File: config.mk
export PLATFORM = sky130hd
export DESIGN_NAME = rx_dest_classifier
export DESIGN_NICKNAME = d
export VERILOG_FILES = /design/src/rtl/rxc_pkg.sv /design/src/rtl/rxc_uc_match.sv /design/src/rtl/rxc_prio_pick.sv /design/src/rtl/rxc_decide.sv /design/src/rtl/rx_dest_classifier.sv
export SDC_FILE = /design/constraint.sdc
export NUM_CORES = 1
export LEC_CHECK = 0
export ABC_AREA = 1
export ABC_CLOCK_PERIOD_IN_PS = 800
export BUFFER_PORTS_ARGS = -buffer_cell sky130_fd_sc_hd__buf_2
export CAP_MARGIN = 20
export CORE_AREA = 5 5 177 179
export CTS_CLUSTER_DIAMETER = 50
export CTS_CLUSTER_SIZE = 28
export DETAILED_ROUTE_END_ITERATION = 8
export DIE_AREA = 0 0 182 184
export PLACE_DENSITY = 0.56
export SLEW_MARGIN = 10
export SYNTH_ARGS = -nofsm -noshare
export SYNTH_HDL_FRONTEND = slang
export SYNTH_SLANG_ARGS = --single-unit
File: constraint.sdc
create_clock -name clk_i -period 0.8 [get_ports clk_i]
set_input_delay 0.12 -clock clk_i [delete_from_list [all_inputs] [get_ports clk_i]]
set_output_delay 0.12 -clock clk_i [all_outputs]
set_load 0.01 [all_outputs]
File: src/rtl/rxc_pkg.sv
package rxc_pkg;
  localparam int unsigned MAC_W = 48;
  localparam int unsigned GROUP_BIT = 40;

  typedef enum logic [2:0] {
    CLS_NONE,
    CLS_UCAST,
    CLS_BCAST,
    CLS_MCAST,
    CLS_PROMISC,
    CLS_ERROR
  } rx_class_e;
endpackage

File: src/rtl/rxc_uc_match.sv
module rxc_uc_match
  import rxc_pkg::*;
#(
  parameter int unsigned N_CHAN = 8
) (
  input  logic [MAC_W-1:0]        dest_i,
  input  logic [N_CHAN*MAC_W-1:0] uc_addr_i,
  input  logic [N_CHAN-1:0]       uc_en_i,
  output logic [N_CHAN-1:0]       hit_o
);
  for (genvar k = 0; k < N_CHAN; k++) begin : g_cmp
    assign hit_o[k] = uc_en_i[k] && (uc_addr_i[k*MAC_W +: MAC_W] == dest_i);
  end
endmodule

File: src/rtl/rxc_prio_pick.sv
module rxc_prio_pick #(
  parameter int unsigned N_CHAN = 8,
  localparam int unsigned CH_W = $clog2(N_CHAN)
) (
  input  logic [N_CHAN-1:0] hit_i,
  output logic              any_o,
  output logic [CH_W-1:0]   idx_o
);
  // lowest index wins: scan from top so the last write is the lowest
  always_comb begin
    any_o = 1'b0;
    idx_o = '0;
    for (int i = N_CHAN - 1; i >= 0; i--) begin
      if (hit_i[i]) begin
        any_o = 1'b1;
        idx_o = CH_W'(i);
      end
    end
  end


  always_comb begin
    lowest_hit_chk: assert (!any_o || (hit_i[idx_o] && ((hit_i & ((N_CHAN'(1) << idx_o) - N_CHAN'(1))) == '0)));
  end
endmodule

File: src/rtl/rxc_decide.sv
module rxc_decide
  import rxc_pkg::*;
#(
  parameter int unsigned CH_W = 3
) (
  input  logic [MAC_W-1:0] dest_i,
  input  logic             err_i,
  input  logic             uc_any_i,
  input  logic [CH_W-1:0]  uc_idx_i,
  input  logic             bcast_en_i,
  input  logic [CH_W-1:0]  bcast_chan_i,
  input  logic             mcast_en_i,
  input  logic [CH_W-1:0]  mcast_chan_i,
  input  logic             promisc_en_i,
  input  logic [CH_W-1:0]  promisc_chan_i,
  input  logic             err_en_i,
  output logic             accept_o,
  output logic [CH_W-1:0]  chan_o
);
  rx_class_e cls;
  logic is_bcast, is_mcast;

  assign is_bcast = &dest_i;
  assign is_mcast = dest_i[GROUP_BIT] && !is_bcast;

  always_comb begin
    cls = CLS_NONE;
    if (err_i) begin
      if (err_en_i) cls = CLS_ERROR;
    end else if (uc_any_i)                cls = CLS_UCAST;
    else if (is_bcast && bcast_en_i)      cls = CLS_BCAST;
    else if (is_mcast && mcast_en_i)      cls = CLS_MCAST;
    else if (promisc_en_i)                cls = CLS_PROMISC;
  end

  always_comb begin
    accept_o = (cls != CLS_NONE);
    unique case (cls)
      CLS_UCAST:               chan_o = uc_idx_i;
      CLS_BCAST:               chan_o = bcast_chan_i;
      CLS_MCAST:               chan_o = mcast_chan_i;
      CLS_PROMISC, CLS_ERROR:  chan_o = promisc_chan_i;
      default:                 chan_o = '0;
    endcase
  end
endmodule

File: src/rtl/rx_dest_classifier.sv
module rx_dest_classifier
  import rxc_pkg::*;
#(
  parameter int unsigned N_CHAN = 8,
  localparam int unsigned CH_W = $clog2(N_CHAN)
) (
  input  logic                    clk_i,
  input  logic                    rst_ni,
  input  logic                    frame_valid_i,
  input  logic [MAC_W-1:0]        dest_addr_i,
  input  logic                    frame_err_i,
  input  logic [N_CHAN*MAC_W-1:0] uc_addr_i,
  input  logic [N_CHAN-1:0]       uc_en_i,
  input  logic                    bcast_en_i,
  input  logic [CH_W-1:0]         bcast_chan_i,
  input  logic                    mcast_en_i,
  input  logic [CH_W-1:0]         mcast_chan_i,
  input  logic                    promisc_en_i,
  input  logic [CH_W-1:0]         promisc_chan_i,
  input  logic                    err_en_i,
  output logic                    result_valid_o,
  output logic                    accept_o,
  output logic [CH_W-1:0]         chan_o
);
  logic [N_CHAN-1:0] uc_hit;
  logic              uc_any;
  logic [CH_W-1:0]   uc_idx;
  logic              acc_d;
  logic [CH_W-1:0]   chan_d;

  rxc_uc_match #(.N_CHAN(N_CHAN)) i_match (
    .dest_i    (dest_addr_i),
    .uc_addr_i (uc_addr_i),
    .uc_en_i   (uc_en_i),
    .hit_o     (uc_hit)
  );

  rxc_prio_pick #(.N_CHAN(N_CHAN)) i_pick (
    .hit_i (uc_hit),
    .any_o (uc_any),
    .idx_o (uc_idx)
  );

  rxc_decide #(.CH_W(CH_W)) i_decide (
    .dest_i         (dest_addr_i),
    .err_i          (frame_err_i),
    .uc_any_i       (uc_any),
    .uc_idx_i       (uc_idx),
    .bcast_en_i     (bcast_en_i),
    .bcast_chan_i   (bcast_chan_i),
    .mcast_en_i     (mcast_en_i),
    .mcast_chan_i   (mcast_chan_i),
    .promisc_en_i   (promisc_en_i),
    .promisc_chan_i (promisc_chan_i),
    .err_en_i       (err_en_i),
    .accept_o       (acc_d),
    .chan_o         (chan_d)
  );

  always_ff @(posedge clk_i or negedge rst_ni) begin
    if (!rst_ni) begin
      result_valid_o <= 1'b0;
      accept_o       <= 1'b0;
      chan_o         <= '0;
    end else begin
      result_valid_o <= frame_valid_i;
      accept_o       <= frame_valid_i && acc_d;
      chan_o         <= (frame_valid_i && acc_d) ? chan_d : '0;
    end
  end


  valid_lat_chk: assert property (@(posedge clk_i) disable iff (!rst_ni)
    frame_valid_i |=> result_valid_o);

  idle_quiet_chk: assert property (@(posedge clk_i) disable iff (!rst_ni)
    !frame_valid_i |=> (!result_valid_o && !accept_o && chan_o == '0));

  err_drop_chk: assert property (@(posedge clk_i) disable iff (!rst_ni)
    (frame_valid_i && frame_err_i && !err_en_i) |=> !accept_o);

  err_route_chk: assert property (@(posedge clk_i) disable iff (!rst_ni)
    (frame_valid_i && frame_err_i && err_en_i) |=> (accept_o && chan_o == $past(promisc_chan_i)));

  uc_route_chk: assert property (@(posedge clk_i) disable iff (!rst_ni)
    (frame_valid_i && !frame_err_i && uc_any) |=> (accept_o && chan_o == $past(uc_idx)));

  bcast_route_chk: assert property (@(posedge clk_i) disable iff (!rst_ni)
    (frame_valid_i && !frame_err_i && !uc_any && (&dest_addr_i) && bcast_en_i)
      |=> (accept_o && chan_o == $past(bcast_chan_i)));
endmodule

### After elaboration in Yosys (flattened, before gate mapping)

Index checks and enable logic that the tools add are counted.

| operators by class | value |
|---|---|
| equality and inequality tests | 13 |
| magnitude comparators | 0 |
| shift operators | 0 |
| div/mod/pow operators | 0 |
| multiplexer cells | 24 |
| reduce and logical (&&, ||, !) cells | 16 |
| bitwise logic cells | 0 |
| add/subtract/negate cells | 0 |
| multiply operators | 0 |

Operators by type and width:

| operator | number |
|---|---|
| $eq A48 B48 Y1 | 8 |
| $reduce_and A48 Y1 | 1 |
| $mux W3 | 15 |
| $logic_and A1 B1 Y1 | 12 |
| $pmux W3 S4 | 1 |
| $mux W1 | 8 |
| $eq A3 B2 Y1 const B | 2 |
| $eq A3 B3 Y1 const B | 2 |
| $eq A3 B1 Y1 const B | 1 |
| $reduce_bool A3 Y1 | 1 |
| $reduce_or A2 Y1 | 1 |
| $logic_not A1 Y1 | 1 |

| word-level totals | value |
|---|---|
| output and inout bits | 5 |
| word-level logic and storage cells | 56 |
| bits in latches | 0 |
| bits in read-only memories | 0 |
| memory bits (writable) | 0 |
| input port bits | 457 |
| memories kept | 0 |
| bits in registers | 5 |

### Longest topological paths before layout

| depth | value |
|---|---|
| word-level depth | 16 |
| mapped depth | 21 |
| depth with buffers taken out | 20 |

### Cells and area by module

Synthesis repeated with hierarchy kept, for this count alone.

| second synthesis, totals | value |
|---|---|
| cell total of the unflattened synthesis | 1489 |
| area, all modules | 6711.4 um^2 |

By module, submodules not included:

| module | seq. area each (um^2) | area an instance (um^2) | instances | cells each |
|---|---|---|---|---|
| rxc_uc_match | 0.0 | 6045.8 | 1 | 1365 |
| rxc_decide | 0.0 | 409.1 | 1 | 89 |
| rx_dest_classifier | 125.1 | 157.7 | 1 | 13 |
| rxc_prio_pick | 0.0 | 98.8 | 1 | 22 |

### Least setup slack after synthesis

Ideal clock, no wire load.

| timing | value |
|---|---|
| kind | input-to-reg |
| start point | in dest_addr_i[0] |
| end point | reg chan_o[0] |
| path slack | -0.896 ns |
| setup time | 0.113 ns |
| buffers on the path | 1 |
| data arrival time | 1.583 ns |
| stages | 18 |
| required time | 0.687 ns |
| cell sequence | buf_2 -> inv_1 -> o21ai_0 -> nor2_1 -> nand2_1 -> nor2_1 -> nand2_1 -> nor2_1 -> nand2_1 -> nand2_2 -> nor2_2 -> nand2_4 -> nand2_4 -> nand2_4 -> nor3_2 -> nor2_4 -> nand2_1 -> inv_1 |

| on the way | value |
|---|---|
| longest elaborated chain between the ends | 16 |
| elaborated cells on any way between the ends | 51 |
| those cells by class | eq/ne (13); mux (22); reduce/logical (16) |

RTL lines:

| element | RTL line | source |
|---|---|---|
| start: declaration | rx_dest_classifier.sv:10 | `input logic [MAC_W-1:0] dest_addr_i,` |
| $eq A48 B48 Y1 | rxc_uc_match.sv:12 | `assign hit_o[k] = uc_en_i[k] && (uc_addr_i[k*MAC_W +: MAC_W] == dest_i);` |
| $logic_and A1 B1 Y1 | rxc_uc_match.sv:12 |  |
| $mux W1 (8 in a row) | rxc_prio_pick.sv:14 | `if (hit_i[i]) begin` |
| $mux W3 | rxc_decide.sv:30 | `end else if (uc_any_i) cls = CLS_UCAST;` |
| $mux W3 | rxc_decide.sv:28 | `if (err_i) begin` |
| $eq A3 B3 Y1 | rxc_decide.sv:38 | `unique case (cls)` |
| $reduce_or A2 Y1 | rxc_decide.sv:38 |  |
| $pmux W3 S4 | rxc_decide.sv:38 |  |
| $mux W3 * | rx_dest_classifier.sv:68 | `chan_o <= (frame_valid_i && acc_d) ? chan_d : '0;` |
| end signal: assignment | rx_dest_classifier.sv:68 |  |
| end: declaration | rx_dest_classifier.sv:23 | `output logic [CH_W-1:0] chan_o` |

Every way passes the cells marked *; elsewhere a longest branch is shown, timed or not.

### Worst setup path in the final report

| timing | value |
|---|---|
| start point | in dest_addr_i[1] |
| end point | reg chan_o[2] |

Same word-level chain as after synthesis.

==> run summary <==
ROUTING
------------------------------------------------------------------------------------------------------
Detailed Routing Iterations Pass 1                                                                   6
DR DRC count                                                                                         0
Average via count per standard cell                                                               4.72
Via count                                                                                        11400
Average wire per standard cell                                                                 23.1 um
DR iter-0 viols                                                                                    879
Drt total wl                                                                                   55.9 mm
Routed Antenna Nets                                                                                  0

WORST SETUP PATH
------------------------------------------------------------------------------------------------------
Cell type of the slowest stage on the worst timing path                                          buf_4
Buffers & Inverters on Critical Path                                                                 5
Most used cell along the critical path                                                         nand2_1
Cell breakdown of the critical path                                                       buf_4 -> inv_2 -> buf_4 -> buf_4 -> nand2_1 -> nand2_1 -> nor2_1 -> nand2_1 -> nor2_1 -> nand2_1 -> nor2_2 -> nand2_2 -> nand3_2 -> nor2_4 -> nand2_4 -> nand2_4 -> nand2_4 -> nor3_4 -> nor2_4 -> inv_2 -> nor2_2
CP Class                                                                                  input pin to flip-flop
Data required time at the worst endpoint                                                        910 ps
Stage delay of the slowest cell on the critical path                                            190 ps
Kind of cell adding the most delay to the critical path                                   simple AND/OR/NAND/NOR gates
Max FO, Critical Path                                                                                6
Kind of capture point of the worst setup path                                                flip-flop
Category of the worst setup path launch point                                                input pin
Arrival @ worst endpoint                                                                       2060 ps

FLOORPLAN
------------------------------------------------------------------------------------------------------
Area of the die                                                                             0.0335 mm2
Chip width                                                                                      182 um
Site Rows                                                                                           63
Core Region                                                                                 0.0294 mm2
Die Ht                                                                                          184 um
Top-level I/O count                                                                                462
Initial cell density of the core                                                                 22.7%

GLOBAL ROUTING
------------------------------------------------------------------------------------------------------
Fraction of met3 tracks used by global routing                                                   7.22%
Congestion Overflow GR                                                                               0
Met1 Use GR                                                                                      38.4%
Pin count of the biggest net entering global routing                                                14
Met2 Track Usage GR                                                                              54.1%
Overall fraction of global-route tracks in use                                                   31.2%
Via count of the first global-routing pass                                                       11100
Initial antenna violation count                                                                      8
Global-route wire length before repair                                                         75.1 mm
Most used routing layer                                                                           met2

YOSYS
------------------------------------------------------------------------------------------------------
Proportion of synthesized chip area in sequential cells                                          1.87%
Post-Synthesis Mean Instance Area                                                             4.67 um2
Count of cell types in the netlist                                                                  31
Netlist Area Pre-Place                                                                     0.00668 mm2
Number of warning messages in the yosys log                                                          0
Syn Inst Count                                                                                    1430
Total of flip-flops plus latches after synthesis                                                     5
Syn_nets                                                                                          1887

WORST HOLD PATH
------------------------------------------------------------------------------------------------------
Class of the tightest hold or removal check                                               input pin to flip-flop

TIMING
------------------------------------------------------------------------------------------------------
Setup-failing EPs final                                                                              9
Slew HR                                                                                          76.6%
Pins Over Slew Limit                                                                                 0
Aggregate negative setup slack                                                                -4620 ps
Minimum setup slack in the final design                                                       -1150 ps
Maximum operating frequency                                                                    514 MHz
Final cycle utilization of the critical path                                                      243%
Worst Hold Margin                                                                              22.7 ps
Final worst path period need                                                                   1950 ps
Worst Max-Slew Pin Slew                                                                         347 ps
Unrepaired setup endpoints after global routing                                                    yes
Final count of hold timing violations                                                                0

CELLS AND AREA
------------------------------------------------------------------------------------------------------
Final layout net count                                                                            2486
Non-filler cells, final                                                                           2423
Layout Utilization                                                                               38.2%
Layout area overhead                                                                             68.0%
Layout cells sized above 1                                                                       37.8%

PLACE
------------------------------------------------------------------------------------------------------
Placed Cells incl. Taps                                                                           2404
Post-Place Worst Slack                                                                        -1640 ps
Routability cong.                                                                                0.987
Port-buffer cells                                                                                  461
DP HPWL                                                                                        49.6 mm

OUTCOME
------------------------------------------------------------------------------------------------------
Violated checks                                                                           negative setup slack
Run status                                                                                finished with violations

PWR
------------------------------------------------------------------------------------------------------
Static leakage                                                                                 6.41 nW
Worst ir drop on vdd                                                                          0.430 mV
Power density over the cells                                                                648 mW/mm2

CLOCK NETWORK
------------------------------------------------------------------------------------------------------
Clock transition at the register clock pins on the worst setup and hold paths after CTS          30 ps
Clock tree from TritonCTS                                                                         done
Cell at the root of the clock tree                                                           clkbuf_16
Clock Sink Count                                                                                     5
Buffer depth of the longest clock path                                                               2
Clock buffer count from CTS                                                                          3
H-Tree Depth                                                                                         1

RUN
------------------------------------------------------------------------------------------------------
Total of max-cap violations                                                                          0

-- placed cells by master, fill, tap and decap left out, types with 22 or more instances in the layout --
cell type / instances
xor2_1: 41
buf_4: 165
inv_1: 154
xnor2_1: 69
o21ai_0: 93
nor2_1: 213
nand2_1: 566
inv_4: 22
buf_2: 445
o21ai_1: 57
-- worst paths after layout --
path	startpoint	to	slack, ps	cells past startpoint
max	dest_addr_i[1]	chan_o[2]	-1150	21
min	frame_valid_i	result_valid_o	20	1
max in group asynchronous	rst_ni	chan_o[1]	430	2
min in group asynchronous	rst_ni	accept_o	240	2
-- synth_stat cells (all sizes together) --
cell | count | share of area (%)
or2 | 2 | 0.19
a211oi | 1 | 0.11
buf | 48 | 5.4
inv | 195 | 11
nor2 | 240 | 14
a21oi | 5 | 0.37
o21ai | 160 | 12
nand3 | 30 | 2.2
dfrtp | 5 | 1.9
a22o | 1 | 0.13
nor3b | 2 | 0.22
nor3 | 7 | 0.75
xor2 | 44 | 5.8
o22ai | 12 | 1.1
nand4 | 12 | 1.1
o21a | 2 | 0.22
nand2 | 587 | 33
xnor2 | 71 | 9.3
and3b | 4 | 0.52
a21boi | 1 | 0.11
o21bai | 1 | 0.11
-- cell families (layout without fill, tap and decap cells) --
logic type / Yosys count / count (layout) / share of synthesized area [%]
AND/OR/NAND/NOR: 884 / 884 / 52.4
AO/OA/AOI/OAI: 183 / 183 / 14.2
XOR/XNOR: 115 / 115 / 15.1
buffers and inverters: 243 / 841 / 16.4
flip-flops: 5 / 5 / 1.87
other: 0 / 5 / 0
-- stage by stage --
step / cell area (um2) / total power [mW]
finish: 11200 / 7.27
global route: 11200 / 7.78
CTS: 11100 / 7.18
detailed placement: 10700 / 6.13
global placement: 10700 / 6.12
floorplan: 6780 / 2.86
-- power breakdown --
| part | internal, mW | switching (mW) | total [mW] |
|---|---|---|---|
| Sequential | 0.269 | 0.00520 | 0.274 |
| Clock | 0.660 | 0.157 | 0.817 |
| Combinational | 2.66 | 3.52 | 6.18 |
| Total | 3.59 | 3.68 | 7.27 |
-- per-layer routing --
metal / up-vias / wire (um)
li1: 5541 / -
met1: 5145 / 22000
met2: 642 / 26300
met3: 97 / 5440
met4: 8 / 2080
met5: - / 55
-- state kept, by name, indices dropped and copies added (netlist names) --
register and cells:
accept_o 1, chan_o 3, result_valid_o 1
-- what timing repair did --
| action | in CTS | in global routing |
|---|---|---|
| hold buffers | 1 | 0 |
| gates cloned | 1 | 0 |
| pin swaps | 40 | 26 |
| resized for setup | 85 | 41 |
| buffers inserted | 9 | 1 |
| hold endpoints to repair | 5 | 0 |
| setup endpoints to repair | 9 | 9 |
-- final cells by class --
type | instances | area, um2
fillers | 3411 | 18200
multi-input cells | 1182 | 5740
repair buffers | 642 | 3980
inverters | 195 | 801
well taps | 390 | 488
flip-flops and latches | 5 | 125
clock buffers | 4 | 78.8
diodes | 5 | 12.5
Note: power is estimated with default switching activity, not from simulation.
